File: config.mk
export PLATFORM = sky130hd
export DESIGN_NAME = clkctl_top
export DESIGN_NICKNAME = d
export VERILOG_FILES = /design/src/rtl/clkctl_pkg.sv /design/src/rtl/clkctl_ctrl.sv /design/src/rtl/clkctl_dp.sv /design/src/rtl/clkctl_top.sv
export SDC_FILE = /design/constraint.sdc
export NUM_CORES = 1
export LEC_CHECK = 0
export BUFFER_PORTS_ARGS = -buffer_cell sky130_fd_sc_hd__buf_2
export CAP_MARGIN = 20
export CORE_ASPECT_RATIO = 1.5
export CORE_MARGIN = 2
export CORE_UTILIZATION = 45
export DETAILED_ROUTE_END_ITERATION = 16
export SLEW_MARGIN = 20
export SYNTH_ARGS = -nofsm -noshare
export SYNTH_HDL_FRONTEND = slang
export SYNTH_SLANG_ARGS = --single-unit
export TNS_END_PERCENT = 5
File: constraint.sdc
create_clock -name clk -period 1.9 [get_ports clk]
set_input_delay 0 -clock clk [delete_from_list [all_inputs] [get_ports clk]]
set_output_delay 0 -clock clk [all_outputs]
set_load 0.02 [all_outputs]
File: src/rtl/clkctl_pkg.sv
package clkctl_pkg;

  typedef enum logic [2:0] {
    CORE_INTOSC     = 3'd0,
    CORE_BYPASS     = 3'd1,
    CORE_MULT       = 3'd2,
    CORE_SECONDARY  = 3'd3,
    CORE_POSTSCALED = 3'd4
  } coreSel_e;

  typedef enum logic [1:0] {
    SRC_EXT  = 2'd0,
    SRC_XTAL = 2'd1,
    SRC_INT  = 2'd2
  } primSrc_e;

  // Next-state strobes from control to datapath
  typedef struct packed {
    logic     oscOn;
    logic     pllOn;
    coreSel_e core;
    logic     pinRun;
    logic     coreRun;
    primSrc_e src;
  } ctlStrobe_t;

  function automatic logic [3:0] preRatioOf(input logic [2:0] sel);
    logic [3:0] r;
    case (sel)
      3'd0:    r = 4'd12;
      3'd1:    r = 4'd10;
      3'd2:    r = 4'd6;
      3'd3:    r = 4'd5;
      3'd4:    r = 4'd4;
      3'd5:    r = 4'd3;
      3'd6:    r = 4'd2;
      default: r = 4'd1;
    endcase
    return r;
  endfunction

endpackage

File: src/rtl/clkctl_ctrl.sv
module clkctl_ctrl
  import clkctl_pkg::*;
#(
  parameter int LOCK_CYCLES = 100,
  parameter int READY_EDGES = 1024,
  parameter int FAIL_LIMIT  = 64,
  parameter int SYNC_STAGES = 2
) (
  input  logic       clk,
  input  logic       rstN,
  input  logic [2:0] modeIn,
  input  logic       twoSpeedCfg,
  input  logic       failSafeCfg,
  input  logic       pllSwEn,
  input  logic       lockDone,
  input  logic [1:0] clkSwSel,
  input  logic       refOutNeed,
  input  logic       sleep,
  input  logic       idle,
  input  logic       mainClkIn,
  output ctlStrobe_t strobe,
  output logic       cfgValid,
  output logic [2:0] cfgMode,
  output logic       failFlag
);

  localparam int LW = $clog2(LOCK_CYCLES + 1);
  localparam int RW = $clog2(READY_EDGES + 1);
  localparam int FW = $clog2(FAIL_LIMIT + 1);
  localparam logic [LW-1:0] LOCK_END  = LW'(LOCK_CYCLES);
  localparam logic [RW-1:0] READY_END = RW'(READY_EDGES);
  localparam logic [FW-1:0] FAIL_END  = FW'(FAIL_LIMIT);

  logic cfgTwoSpeed, cfgFailSafe;

  // Configuration captured once after reset release
  always_ff @(posedge clk or negedge rstN) begin
    if (!rstN) begin
      cfgValid    <= 1'b0;
      cfgMode     <= '0;
      cfgTwoSpeed <= 1'b0;
      cfgFailSafe <= 1'b0;
    end else if (!cfgValid) begin
      cfgValid    <= 1'b1;
      cfgMode     <= modeIn;
      cfgTwoSpeed <= twoSpeedCfg;
      cfgFailSafe <= failSafeCfg;
    end
  end

  // Main clock synchronizer into reference domain
  logic [SYNC_STAGES:0] mainSync;
  logic mainRise;

  always_ff @(posedge clk or negedge rstN) begin
    if (!rstN) mainSync <= '0;
    else       mainSync <= {mainSync[SYNC_STAGES-1:0], mainClkIn};
  end

  assign mainRise = mainSync[SYNC_STAGES-1] & ~mainSync[SYNC_STAGES];

  // Mode decode
  logic offChip, multCapable, pinMode, swPrimary;
  logic primNeeded, pllWant, monActive, primReady;

  always_comb begin
    offChip     = ~cfgMode[2];
    multCapable = cfgMode[0];
    pinMode     = ~cfgMode[1];
    swPrimary   = (clkSwSel == 2'b00);
    primNeeded  = cfgValid & ~sleep & (swPrimary | refOutNeed);
    pllWant     = primNeeded & multCapable & pllSwEn;
    monActive   = primNeeded & offChip & cfgFailSafe;
  end

  // Two-speed readiness: main-clock edges since enable
  logic [RW-1:0] readyCnt;

  always_ff @(posedge clk or negedge rstN) begin
    if (!rstN)                                   readyCnt <= '0;
    else if (!primNeeded)                        readyCnt <= '0;
    else if (mainRise && readyCnt != READY_END)  readyCnt <= readyCnt + 1'b1;
  end

  assign primReady = offChip ? (readyCnt == READY_END) : primNeeded;

  // Fail-safe silence counter and sticky flag
  logic [FW-1:0] silentCnt;

  always_ff @(posedge clk or negedge rstN) begin
    if (!rstN) begin
      silentCnt <= '0;
      failFlag  <= 1'b0;
    end else begin
      if (!monActive || mainRise)   silentCnt <= '0;
      else if (silentCnt != FAIL_END) silentCnt <= silentCnt + 1'b1;
      if (monActive && silentCnt == FAIL_END) failFlag <= 1'b1;
    end
  end

  // Lock wait and registered switch-over handshake
  logic [LW-1:0] lockCnt;
  logic          multRdy;

  always_ff @(posedge clk or negedge rstN) begin
    if (!rstN) begin
      lockCnt <= '0;
      multRdy <= 1'b0;
    end else if (!pllWant) begin
      lockCnt <= '0;
      multRdy <= 1'b0;
    end else begin
      if (lockCnt != LOCK_END) lockCnt <= lockCnt + 1'b1;
      multRdy <= (lockCnt == LOCK_END) & lockDone;
    end
  end

  // Core source choice
  coreSel_e coreNext;

  always_comb begin
    if (!cfgValid)                      coreNext = CORE_INTOSC;
    else if (clkSwSel == 2'b01)         coreNext = CORE_SECONDARY;
    else if (clkSwSel[1])               coreNext = CORE_POSTSCALED;
    else if (failFlag)                  coreNext = CORE_INTOSC;
    else if (cfgTwoSpeed && !primReady) coreNext = CORE_INTOSC;
    else if (pllWant && multRdy)        coreNext = CORE_MULT;
    else                                coreNext = CORE_BYPASS;
  end

  always_comb begin
    strobe.oscOn   = primNeeded;
    strobe.pllOn   = pllWant;
    strobe.core    = coreNext;
    strobe.pinRun  = cfgValid & pinMode & ~sleep;
    strobe.coreRun = cfgValid & ~sleep & ~idle;
    if (!cfgValid)        strobe.src = SRC_EXT;
    else if (cfgMode[2])  strobe.src = SRC_INT;
    else if (cfgMode[1])  strobe.src = SRC_XTAL;
    else                  strobe.src = SRC_EXT;
  end

endmodule

File: src/rtl/clkctl_dp.sv
module clkctl_dp
  import clkctl_pkg::*;
#(
  parameter int PIN_DIV = 4
) (
  input  logic       clk,
  input  logic       rstN,
  input  ctlStrobe_t strobe,
  input  logic [2:0] preSel,
  output logic       primOscEn,
  output logic [1:0] primSrc,
  output logic       pllEn,
  output logic [2:0] coreSel,
  output logic       coreRun,
  output logic       clkOut,
  output logic [3:0] preRatio,
  output logic       preTick
);

  localparam int DW = $clog2(PIN_DIV);

  ctlStrobe_t stQ;

  always_ff @(posedge clk or negedge rstN) begin
    if (!rstN) stQ <= '0;
    else       stQ <= strobe;
  end

  assign primOscEn = stQ.oscOn;
  assign pllEn     = stQ.pllOn;
  assign coreSel   = stQ.core;
  assign coreRun   = stQ.coreRun;
  assign primSrc   = stQ.src;

  // Pin divider, held cleared while stopped
  logic [DW-1:0] divCnt;

  always_ff @(posedge clk or negedge rstN) begin
    if (!rstN)              divCnt <= '0;
    else if (!strobe.pinRun) divCnt <= '0;
    else                    divCnt <= divCnt + 1'b1;
  end

  assign clkOut = divCnt[DW-1];

  // Prescaler ratio and divide strobe
  logic [3:0] ratioNow, preCnt;

  assign ratioNow = preRatioOf(preSel);

  always_ff @(posedge clk or negedge rstN) begin
    if (!rstN) begin
      preCnt   <= '0;
      preTick  <= 1'b0;
      preRatio <= '0;
    end else begin
      preRatio <= ratioNow;
      if (preCnt >= ratioNow - 4'd1) begin
        preCnt  <= '0;
        preTick <= 1'b1;
      end else begin
        preCnt  <= preCnt + 1'b1;
        preTick <= 1'b0;
      end
    end
  end

endmodule

File: src/rtl/clkctl_top.sv
module clkctl_top
  import clkctl_pkg::*;
#(
  parameter int LOCK_CYCLES = 100,
  parameter int READY_EDGES = 1024,
  parameter int FAIL_LIMIT  = 64
) (
  input  logic       clk,
  input  logic       rstN,
  input  logic [2:0] modeIn,
  input  logic       twoSpeedCfg,
  input  logic       failSafeCfg,
  input  logic [2:0] preSel,
  input  logic       pllSwEn,
  input  logic       lockDone,
  input  logic [1:0] clkSwSel,
  input  logic       refOutNeed,
  input  logic       sleep,
  input  logic       idle,
  input  logic       mainClkIn,
  output logic       primOscEn,
  output logic [1:0] primSrc,
  output logic       pllEn,
  output logic [2:0] coreSel,
  output logic       coreRun,
  output logic       clkOut,
  output logic [3:0] preRatio,
  output logic       preTick,
  output logic       failFlag
);

  ctlStrobe_t strobe;
  logic       cfgValid;
  logic [2:0] cfgMode;

  clkctl_ctrl #(
    .LOCK_CYCLES(LOCK_CYCLES),
    .READY_EDGES(READY_EDGES),
    .FAIL_LIMIT (FAIL_LIMIT),
    .SYNC_STAGES(2)
  ) u_ctrl (
    .clk(clk), .rstN(rstN), .modeIn(modeIn), .twoSpeedCfg(twoSpeedCfg),
    .failSafeCfg(failSafeCfg), .pllSwEn(pllSwEn), .lockDone(lockDone),
    .clkSwSel(clkSwSel), .refOutNeed(refOutNeed), .sleep(sleep), .idle(idle),
    .mainClkIn(mainClkIn), .strobe(strobe), .cfgValid(cfgValid),
    .cfgMode(cfgMode), .failFlag(failFlag)
  );

  clkctl_dp #(.PIN_DIV(4)) u_dp (
    .clk(clk), .rstN(rstN), .strobe(strobe), .preSel(preSel),
    .primOscEn(primOscEn), .primSrc(primSrc), .pllEn(pllEn),
    .coreSel(coreSel), .coreRun(coreRun), .clkOut(clkOut),
    .preRatio(preRatio), .preTick(preTick)
  );

endmodule

==> qor.yml, run 1 <==
start_util: 0.466
ys.warnings.count: 0
routed_wirelength_um: 4810
grt_antenna_before_repair: 0
drv.max_cap_violation_count: 0
worst-endpoint-required_ns: 2.13
yosys.cell_types.count: 42
timing.critical_path.slowest_stage_cell: "sky130_fd_sc_hd__dlygate4sd3_1"
first_pass_grt_wire_length_um: 8360
setup.worst_path.start: "preSel[0]"
globalRoute.totalOverflow: 0
drive_gt1_frac: 0.215
cts_sinks: 55
finalCoreUtilization: 0.570
timing_hold_violations_final: 0
fin_worst_skew_ns: 0.0114
critPathKind: "primary input to flip-flop"
fin_crit_sh: 0.926
n_fill_cell: 481
synth_edf_count: 0
final_cell_mix: "55 x sky130_fd_sc_hd__dfrtp_1, 32 x sky130_fd_sc_hd__buf_2, 29 x sky130_fd_sc_hd__nor2_1"
first_pass_iters: 4
die_height_um: 96.0
rows: 33
cts_made_buffers: 5
nets: 321
cts_setup_buffers: 0
remaining_max_slew_budget_at_the_tightest_pin: 0.636
slowest_delay_ns: 0.56
ir_worst_vdd_uv: 578
power_density_nw_per_um2: 791
critical_path_arrival_ns: 1.99
via_per_instance_ratio: 5.03
die_area_um2: 6280
cts_tree: "done"
clock_latency_at_the_later_pin_of_the_worst_skew_pair_ns: 0.30
first_global_vias: 1831
clk_pin_slew_ns: 0.10
io-pin-count: 33
tightest_slew_ns: 0.545
number_of_buffers_inserted_by_port_buffering: 32
setup_tns_ns: 0
die-width_um: 65.4
layout.cells.most_common: "sky130_fd_sc_hd__dfrtp_1"
grt_max_degree: 25
postSynthAreaPerCell_um2: 11.1
yosysSeqAreaShare: 0.542
grt_use_total: 0.174
p_leak_uw: 0.00145
gp_congestion: 0.774
drcViolationCount: 0
routed_wire_length_per_instance_um: 13.4
netlist_area_um2: 2540
timing_max_transition_violations_final: 0
critical_path.cell_chain: "buf_2 > dlygate4sd3_1 > mux2i_2 > xnor2_1 > ha_1 > a21o_1 > a211o_1 > nor2_1"
flow.area_growth_from_synthesis_pct: 22.3
synthesized_nets: 260
min-delay-start: "pllSwEn"
timing.critical_path.fanout_max: 5
synth-async-reset-ratio: 1.00
post_synth_inst_count: 228
cts_buffer_depth: 2
finalSetupViolations: 0
cts.htree.levels: 2
crit_path_launch_type: "primary input"
post-dp-hpwl_um: 3560
cts_root_buffer: "sky130_fd_sc_hd__clkbuf_8"
rsz0062_at_grt: "no"
fin_crit_ns: 1.76
drt.antenna.violating_nets: 0
antenna_cells_inserted: 0
postSynth.topFlopCell: "sky130_fd_sc_hd__dfrtp_1"
core_area_um2: 5450
hp-class: "primary input to flip-flop"
ys_ff_latch: 55
critical_path.endpoint_type: "flip-flop"
max_freq_mhz: 568
detailroute.via_count: 1806
first_iter_violations: 49
worstReg2RegStart: "u_ctrl.readyCnt[0]"
result_of_the_run: "complete, no violations"
Yosys cell counts, drive strengths merged, types with 6 or more instances:
| cell type | count | area share |
|---|---|---|
| a21oi | 7 | 0.014 |
| nor2 | 29 | 0.043 |
| nor3 | 6 | 0.012 |
| nand4 | 6 | 0.017 |
| dfrtp | 55 | 0.54 |
| xnor2 | 13 | 0.045 |
| nand3 | 11 | 0.027 |
| ha | 14 | 0.069 |
| xor2 | 8 | 0.028 |
| nand2 | 10 | 0.015 |
| inv | 13 | 0.019 |
routing by layer:
layer	GRT usage	share of wire
met5	0	0
met4	0.0694	0.016
met3	0.0339	0.026
met2	0.318	0.54
met1	0.198	0.41
path summary, 6_finish.rpt:
check                                          end  slack [ns]  cells past startpoint
min in group asynchronous       u_ctrl.mainSync[1]        0.20                      2
worst max-delay path                u_dp.preCnt[1]        0.14                      8
worst min-delay path             u_ctrl.lockCnt[3]        0.01                      3
worst max register to register     u_dp.coreSel[1]        0.20                      6
max in group asynchronous             u_dp.coreRun        1.06                      3
worst min register to register  u_ctrl.mainSync[1]        0.37                      0
through the flow:
stage	instances	power [uW]	setup slack, ns	area, um2	hold WS, ns
after detailed placement	337	1720	-0.126	2850	0.0303
after global placement	337	1710	-0.0555	2850	0.0276
after CTS	358	2490	0.0476	3090	0.0152
after global routing	359	2610	0.0119	3110	0.0183
final	359	2460	0.140	3110	0.0150
after floorplan	228	1570	0.128	2540	-0.296
power by group:
group | internal (uW) | switching (uW)
combinational | 189 | 217
sequential | 1250 | 54.7
clock | 385 | 360
worst max-delay path, delay by kind of cell:
kind                       cells  cell delay (ns)
adders and majority gates      1             0.32
xor gates and xnor gates       1             0.13
muxes                          1             0.23
buffers and inverters          2             0.68
AOI/OAI and AO/OA              2             0.53
and+or+nand+nor                1             0.10
registers in the layout, indices dropped and copies added, names as in the netlist, 2 cells and up:
signal	cells
u_ctrl.cfgMode	3
u_ctrl.readyCnt	11
u_ctrl.mainSync	3
u_dp.coreSel	3
u_dp.preRatio	4
u_dp.preCnt	4
u_ctrl.silentCnt	7
u_ctrl.lockCnt	7
u_dp.primSrc	2
u_dp.divCnt	2
logic make-up after synthesis:
| family | Yosys count | synth area share |
|---|---|---|
| compound gates | 23 | 0.0591 |
| xor+xnor | 21 | 0.0724 |
| fa+ha+maj | 14 | 0.0689 |
| buf+inv | 17 | 0.0266 |
| flops | 55 | 0.542 |
| mux | 8 | 0.0340 |
| other cells | 1 | 0.00148 |
| simple gates | 89 | 0.196 |
repair_timing:
action                                  CTS  global route
hold buffers                             14             2
gates resized for setup                   0             1
endpoints found under the hold margin    34             2
endpoints found under the setup margin    0             5
cell type report:
cell class / instances / area, um2 / area share
clock buffers: 5 / 68.8 / 0.0221
repair buffers: 56 / 378 / 0.122
well taps: 70 / 87.6 / 0.0282
clock inverters: 2 / 37.5 / 0.0121
inverters: 15 / 58.8 / 0.0189
multi-input cells: 156 / 1100 / 0.354
flip-flops and latches: 55 / 1380 / 0.443
(Power assumes the default switching activity.)
==> run 2, diff against run 1 <==
--- a/config.mk
+++ b/config.mk
@@ -11,6 +11,7 @@
 export CORE_MARGIN = 2
 export CORE_UTILIZATION = 45
 export DETAILED_ROUTE_END_ITERATION = 16
+export PLACE_DENSITY = 0.76
 export SLEW_MARGIN = 20
 export SYNTH_ARGS = -nofsm -noshare
 export SYNTH_HDL_FRONTEND = slang
==> qor.yml, run 2 (same netlist as run 1, synthesis figures left out) <==
dp_slack_ns: -0.134
grt_use_total: 0.163
hp-class: "primary input to flip-flop"
drt.antenna.violating_nets: 0
cp_num_buf_inv: 2
clock_latency_at_the_later_pin_of_the_worst_skew_pair_ns: 0.30
postLayoutSetupSlackWorst_ns: 0.201
drive_gt1_frac: 0.215
dpl_cell_area_um2: 2850
worstReg2RegStart: "u_ctrl.readyCnt[0]"
rows: 33
nets: 320
globalRoute.totalOverflow: 0
min-delay-start: "preSel[2]"
hold_ws_ns: 0.0101
rsz0062_at_grt: "no"
p_leak_uw: 0.00146
flow.area_growth_from_synthesis_pct: 22.4
finalSetupViolations: 0
largest_reg_flops: 11
die_height_um: 96.0
result_of_the_run: "complete, no violations"
critical_path_arrival_ns: 1.93
fin_worst_skew_ns: 0.00861
cts_tree: "done"
final_cell_mix: "55 x sky130_fd_sc_hd__dfrtp_1, 32 x sky130_fd_sc_hd__buf_2, 29 x sky130_fd_sc_hd__nor2_1"
largest-register: "u_ctrl.readyCnt"
layout.cells.most_common: "sky130_fd_sc_hd__dfrtp_1"
grt_max_degree: 29
start_util: 0.466
critical_path.endpoint_type: "flip-flop"
core_area_um2: 5450
grt_antenna_before_repair: 0
setup.worst_path.start: "preSel[0]"
final_area_um2: 3110
post_cts.resized_instances: 0
critical_path.cell_chain: "buf_2 > inv_1 > ha_1 > or3_1 > nand2_1 > nor3_1 > xnor2_1 > ha_1 > nand3_1 > a31oi_1 > a211o_1 > nor2_1"
cts_buffer_depth: 2
slowest_delay_ns: 0.38
max_freq_mhz: 589
fin_crit_sh: 0.894
cts_made_buffers: 5
reg2reg_setup_slack_ns: 0.21
routed_wirelength_um: 4700
timing_max_transition_violations_final: 0
timing.hold.worst_path_depth: 2
die-width_um: 65.4
min_to: "u_dp.preRatio[2]"
die_area_um2: 6280
detailroute.via_count: 1823
first_global_vias: 1849
crit_path_launch_type: "primary input"
via_per_instance_ratio: 5.08
cts_sinks: 55
antenna_cells_inserted: 0
cp_common_cell: "sky130_fd_sc_hd__ha_1"
timing.critical_path.fanout_max: 5
first_pass_iters: 4
cts.htree.levels: 2
cts_root_buffer: "sky130_fd_sc_hd__clkbuf_8"
worst_r2r_endpoint: "u_dp.coreSel[1]"
drcViolationCount: 0
power_density_nw_per_um2: 811
largestRegisters: "u_ctrl.readyCnt (11), u_ctrl.lockCnt (7), u_ctrl.silentCnt (7)"
cp_top_family: "simple AND/OR/NAND/NOR gates"
first_iter_violations: 27
timing_hold_violations_final: 0
worst-endpoint-required_ns: 2.14
post-dp-hpwl_um: 3520
remaining_max_slew_budget_at_the_tightest_pin: 0.586
number_of_buffers_inserted_by_port_buffering: 32
ir_worst_vdd_uv: 743
gp_congestion: 0.843
worst_r2r_path_depth: 6
clk_pin_slew_ns: 0.09
routed_wire_length_per_instance_um: 13.1
critPathKind: "primary input to flip-flop"
tightest_slew_ns: 0.621
drv.max_cap_violation_count: 0
io-pin-count: 33
timing.critical_path.slowest_stage_cell: "sky130_fd_sc_hd__or3_1"
first_pass_grt_wire_length_um: 8000
fin_crit_ns: 1.70
run 2: cell types whose count changed in the layout (fill, tap and decap cells not counted):
cell                            before  now
sky130_fd_sc_hd__mux2i_1             2    3
sky130_fd_sc_hd__dlygate4sd3_1      15   14
sky130_fd_sc_hd__inv_6               0    1
sky130_fd_sc_hd__clkinvlp_4          1    0
sky130_fd_sc_hd__clkbuf_8            5    6
sky130_fd_sc_hd__mux2i_2             1    0
run 2: layout make-up:
| class | instances | area (um2) |
|---|---|---|
| fillers | 481 | 2340 |
| flip-flops and latches | 55 | 1380 |
| multi-input cells | 156 | 1100 |
| repair buffers | 55 | 368 |
| well taps | 70 | 87.6 |
| clock buffers | 6 | 82.6 |
| inverters | 15 | 58.8 |
| clock inverters | 2 | 38.8 |
run 2: worst max-delay path by stage:
stage | end | slack (ns) | cells past startpoint
6_report | u_dp.preCnt[3] | 0.20 | 12
5_1_grt | u_dp.preCnt[3] | 0.03 | 12
2_1_floorplan | u_dp.preCnt[2] | 0.13 | 11
4_1_cts | u_dp.coreSel[1] | 0.18 | 6
3_3_place_gp | u_dp.preCnt[2] | -0.04 | 12
3_5_place_dp | u_dp.preCnt[2] | -0.13 | 12
run 2: metal layers:
| layer | track usage | vias to the layer above | wire length, um |
|---|---|---|---|
| met5 | 0 | - | 0 |
| met4 | 0.0590 | 0 | 57 |
| met3 | 0.0187 | 5 | 94 |
| met2 | 0.308 | 25 | 2610 |
| met1 | 0.187 | 899 | 1940 |
| li1 | - | 894 | - |
run 2: through the flow:
step                instances  power, uW   util  setup TNS [ns]
detailed placement        337       1710  0.522          -0.541
CTS                       359       2540  0.570               0
global route              359       2640  0.570               0
finish                    359       2520  0.570               0
global placement          337       1700  0.522          -0.128
floorplan                 228       1570      -               0
run 2: power by group:
group          total (uW)  switching, uW  internal [uW]
Combinational         405            220            185
Clock                 807            374            434
Sequential           1310           56.0           1250
run 2: timing repair:
action | 4_1_cts | 5_1_grt
hold buffers | 14 | 0
buffers inserted | 0 | 0
endpoints found under the hold margin | 40 | 0
==> run 3, diff against run 2 <==
--- a/config.mk
+++ b/config.mk
@@ -15,5 +15,6 @@
 export SLEW_MARGIN = 20
 export SYNTH_ARGS = -nofsm -noshare
 export SYNTH_HDL_FRONTEND = slang
+export SYNTH_HIERARCHICAL = 1
 export SYNTH_SLANG_ARGS = --single-unit
 export TNS_END_PERCENT = 5
==> qor.yml, run 3 <==
grt_max_degree: 56
largest_reg_flops: 11
ir_worst_vdd_uv: 608
io-pin-count: 33
slowest_delay_ns: 0.54
first_pass_grt_wire_length_um: 7490
final_cell_mix: "55 x sky130_fd_sc_hd__dfrtp_1, 32 x sky130_fd_sc_hd__buf_2, 23 x sky130_fd_sc_hd__nor2_1"
synthMostInstantiatedCell: "sky130_fd_sc_hd__dfrtp_1"
power_density_nw_per_um2: 797
first_global_vias: 1762
ys_ff_latch: 55
hp-class: "primary input to flip-flop"
synth.top_cell.area_share: 0.549
routed_wire_length_per_instance_um: 12.8
post-dp-hpwl_um: 3230
rows: 33
critPathKind: "primary input to flip-flop"
cp_common_cell: "sky130_fd_sc_hd__ha_1"
cts_buffer_depth: 2
tightest_slew_ns: 0.561
cts_setup_buffers: 0
cts.htree.levels: 2
die-width_um: 65.0
grt_use_total: 0.157
via_per_instance_ratio: 4.99
critical_path_arrival_ns: 1.97
setup_tns_ns: 0
gp_congestion: 0.821
postSynthAreaPerCell_um2: 11.3
fin_crit_sh: 0.936
core_area_um2: 5410
globalRoute.totalOverflow: 0
rsz0062_at_grt: "no"
start_util: 0.464
remaining_max_slew_budget_at_the_tightest_pin: 0.623
cts_sinks: 55
layout.cells.most_common: "sky130_fd_sc_hd__dfrtp_1"
cp_top_family: "buffers and inverters"
synth-async-reset-ratio: 1.00
cp_num_buf_inv: 3
number_of_buffers_inserted_by_port_buffering: 32
timing.critical_path.slowest_stage_cell: "sky130_fd_sc_hd__dlygate4sd3_1"
timing.critical_path.fanout_max: 5
grt_antenna_before_repair: 0
netlist_area_um2: 2510
cts_tree: "done"
yosys.cell_types.count: 46
critical_path.endpoint_type: "flip-flop"
result_of_the_run: "complete, no violations"
first_iter_violations: 65
antenna_cells_inserted: 0
cts_made_buffers: 5
largest-register: "u_ctrl/readyCnt"
crit_path_launch_type: "primary input"
worst-endpoint-required_ns: 2.10
yosysSeqAreaShare: 0.549
synth.cells.most_frequent: "55 x sky130_fd_sc_hd__dfrtp_1, 23 x sky130_fd_sc_hd__nor2_1, 14 x sky130_fd_sc_hd__xor2_1"
timing_max_transition_violations_final: 0
final_area_um2: 3070
fin_worst_skew_ns: 0.0116
max_freq_mhz: 562
drv.max_cap_violation_count: 0
clock_latency_at_the_later_pin_of_the_worst_skew_pair_ns: 0.30
finalSetupViolations: 0
p_leak_uw: 0.00144
clk_pin_slew_ns: 0.10
die_height_um: 95.4
flow.area_growth_from_synthesis_pct: 22.4
ys.warnings.count: 6
dpl_cell_area_um2: 2780
die_area_um2: 6200
critical_path.cell_chain: "dlygate4sd3_1 > buf_2 > nor2_1 > inv_1 > nand2_1 > ha_1 > xnor2_1 > ha_1 > a21oi_1 > nand2_2 > or2_1"
yosys.area.top_type: "sky130_fd_sc_hd__dfrtp_1"
synthesized_nets: 251
timing_hold_violations_final: 0
drcViolationCount: 0
nets: 307
postSynth.topFlopCell: "sky130_fd_sc_hd__dfrtp_1"
fin_crit_ns: 1.78
first_pass_iters: 4
largestRegisters: "u_ctrl/readyCnt (11), u_ctrl/lockCnt (7), u_ctrl/silentCnt (7)"
synth_edf_count: 0
detailroute.via_count: 1735
drive_gt1_frac: 0.227
routed_wirelength_um: 4460
synth_top_cells_by_area: "sky130_fd_sc_hd__dfrtp_1 55%, sky130_fd_sc_hd__ha_1 6.0%, sky130_fd_sc_hd__xor2_1 4.9%"
cts_root_buffer: "sky130_fd_sc_hd__clkbuf_8"
post_synth_inst_count: 221
drt.antenna.violating_nets: 0
run 3: cell types whose count changed after synthesis, moves of 3 or more:
cell / delta
sky130_fd_sc_hd__xnor2_1: -5
sky130_fd_sc_hd__xor2_1: +6
sky130_fd_sc_hd__nand3_1: +3
sky130_fd_sc_hd__nand3b_1: -3
sky130_fd_sc_hd__nor2_1: -6
sky130_fd_sc_hd__a31oi_1: -3
run 3: what timing repair did:
action	4_1_cts	5_1_grt
resized for setup	0	2
endpoints found under the hold margin	70	0
setup endpoints to repair	0	4
hold buffers	17	0
run 3: power breakdown:
part | internal (uW) | switching, uW
Sequential | 1240 | 53.2
Combinational | 177 | 201
Clock | 397 | 372
Total | 1820 | 626
run 3: routing by layer:
layer,up-vias,global-route usage,part of all wire
li1,859,-,-
met1,842,0.179,0.42
met2,27,0.290,0.54
met3,7,0.0307,0.028
met4,0,0.0514,0.015
met5,-,0,0
run 3: cells by family (layout without fill, tap and decap cells):
logic type	count (synthesis)	after routing	share of synthesized area
mux	8	8	0.0359
other cells	1	1	0.00150
compound gates	18	18	0.0539
simple gates	86	86	0.192
xor+xnor	22	22	0.0768
flops	55	55	0.549
fa+ha+maj	12	12	0.0599
buf+inv	19	76	0.0314
run 3: per-stage QoR:
stage | power (uW) | instances | setup WS (ns) | hold WS (ns) | utilization
after floorplan | 1550 | 221 | 0.315 | -0.296 | -
after global placement | 1660 | 323 | 0.272 | 0.0179 | 0.513
after detailed placement | 1680 | 323 | 0.181 | 0.0168 | 0.513
after CTS | 2480 | 348 | 0.136 | 0.0387 | 0.566
after global routing | 2590 | 348 | 0.00698 | 0.0598 | 0.567
final | 2440 | 348 | 0.121 | 0.0497 | 0.567
run 3: final timing paths:
check	slack (ns)	endpoint	startpoint	cells after the start
max reg2reg	0.22	u_ctrl/readyCnt[0]	u_ctrl/readyCnt[1]	6
min	0.05	u_ctrl/lockCnt[3]	pllSwEn	3
max	0.12	u_dp/preTick	preSel[2]	11
min reg2reg	0.37	u_ctrl/mainSync[1]	u_ctrl/mainSync[0]	0
min in group asynchronous	0.20	u_ctrl/cfgTwoSpeed	rstN	3
max in group asynchronous	1.45	u_ctrl/readyCnt[6]	rstN	3
run 3: area by class of cell:
class | count | area [um2]
clock buffer | 5 | 68.8
timing repair buffer | 53 | 373
inverter | 15 | 56.3
sequential | 55 | 1380
fill | 468 | 2340
multi-input combinational | 147 | 1060
clock inverter | 3 | 46.3
tap | 70 | 87.6
run 3: worst min-delay path, delay by kind of cell:
kind	cells	cell delay, ns
and+or+nand+nor	1	0.16
buffers and inverters	1	0.10
AOI/OAI and AO/OA	1	0.06
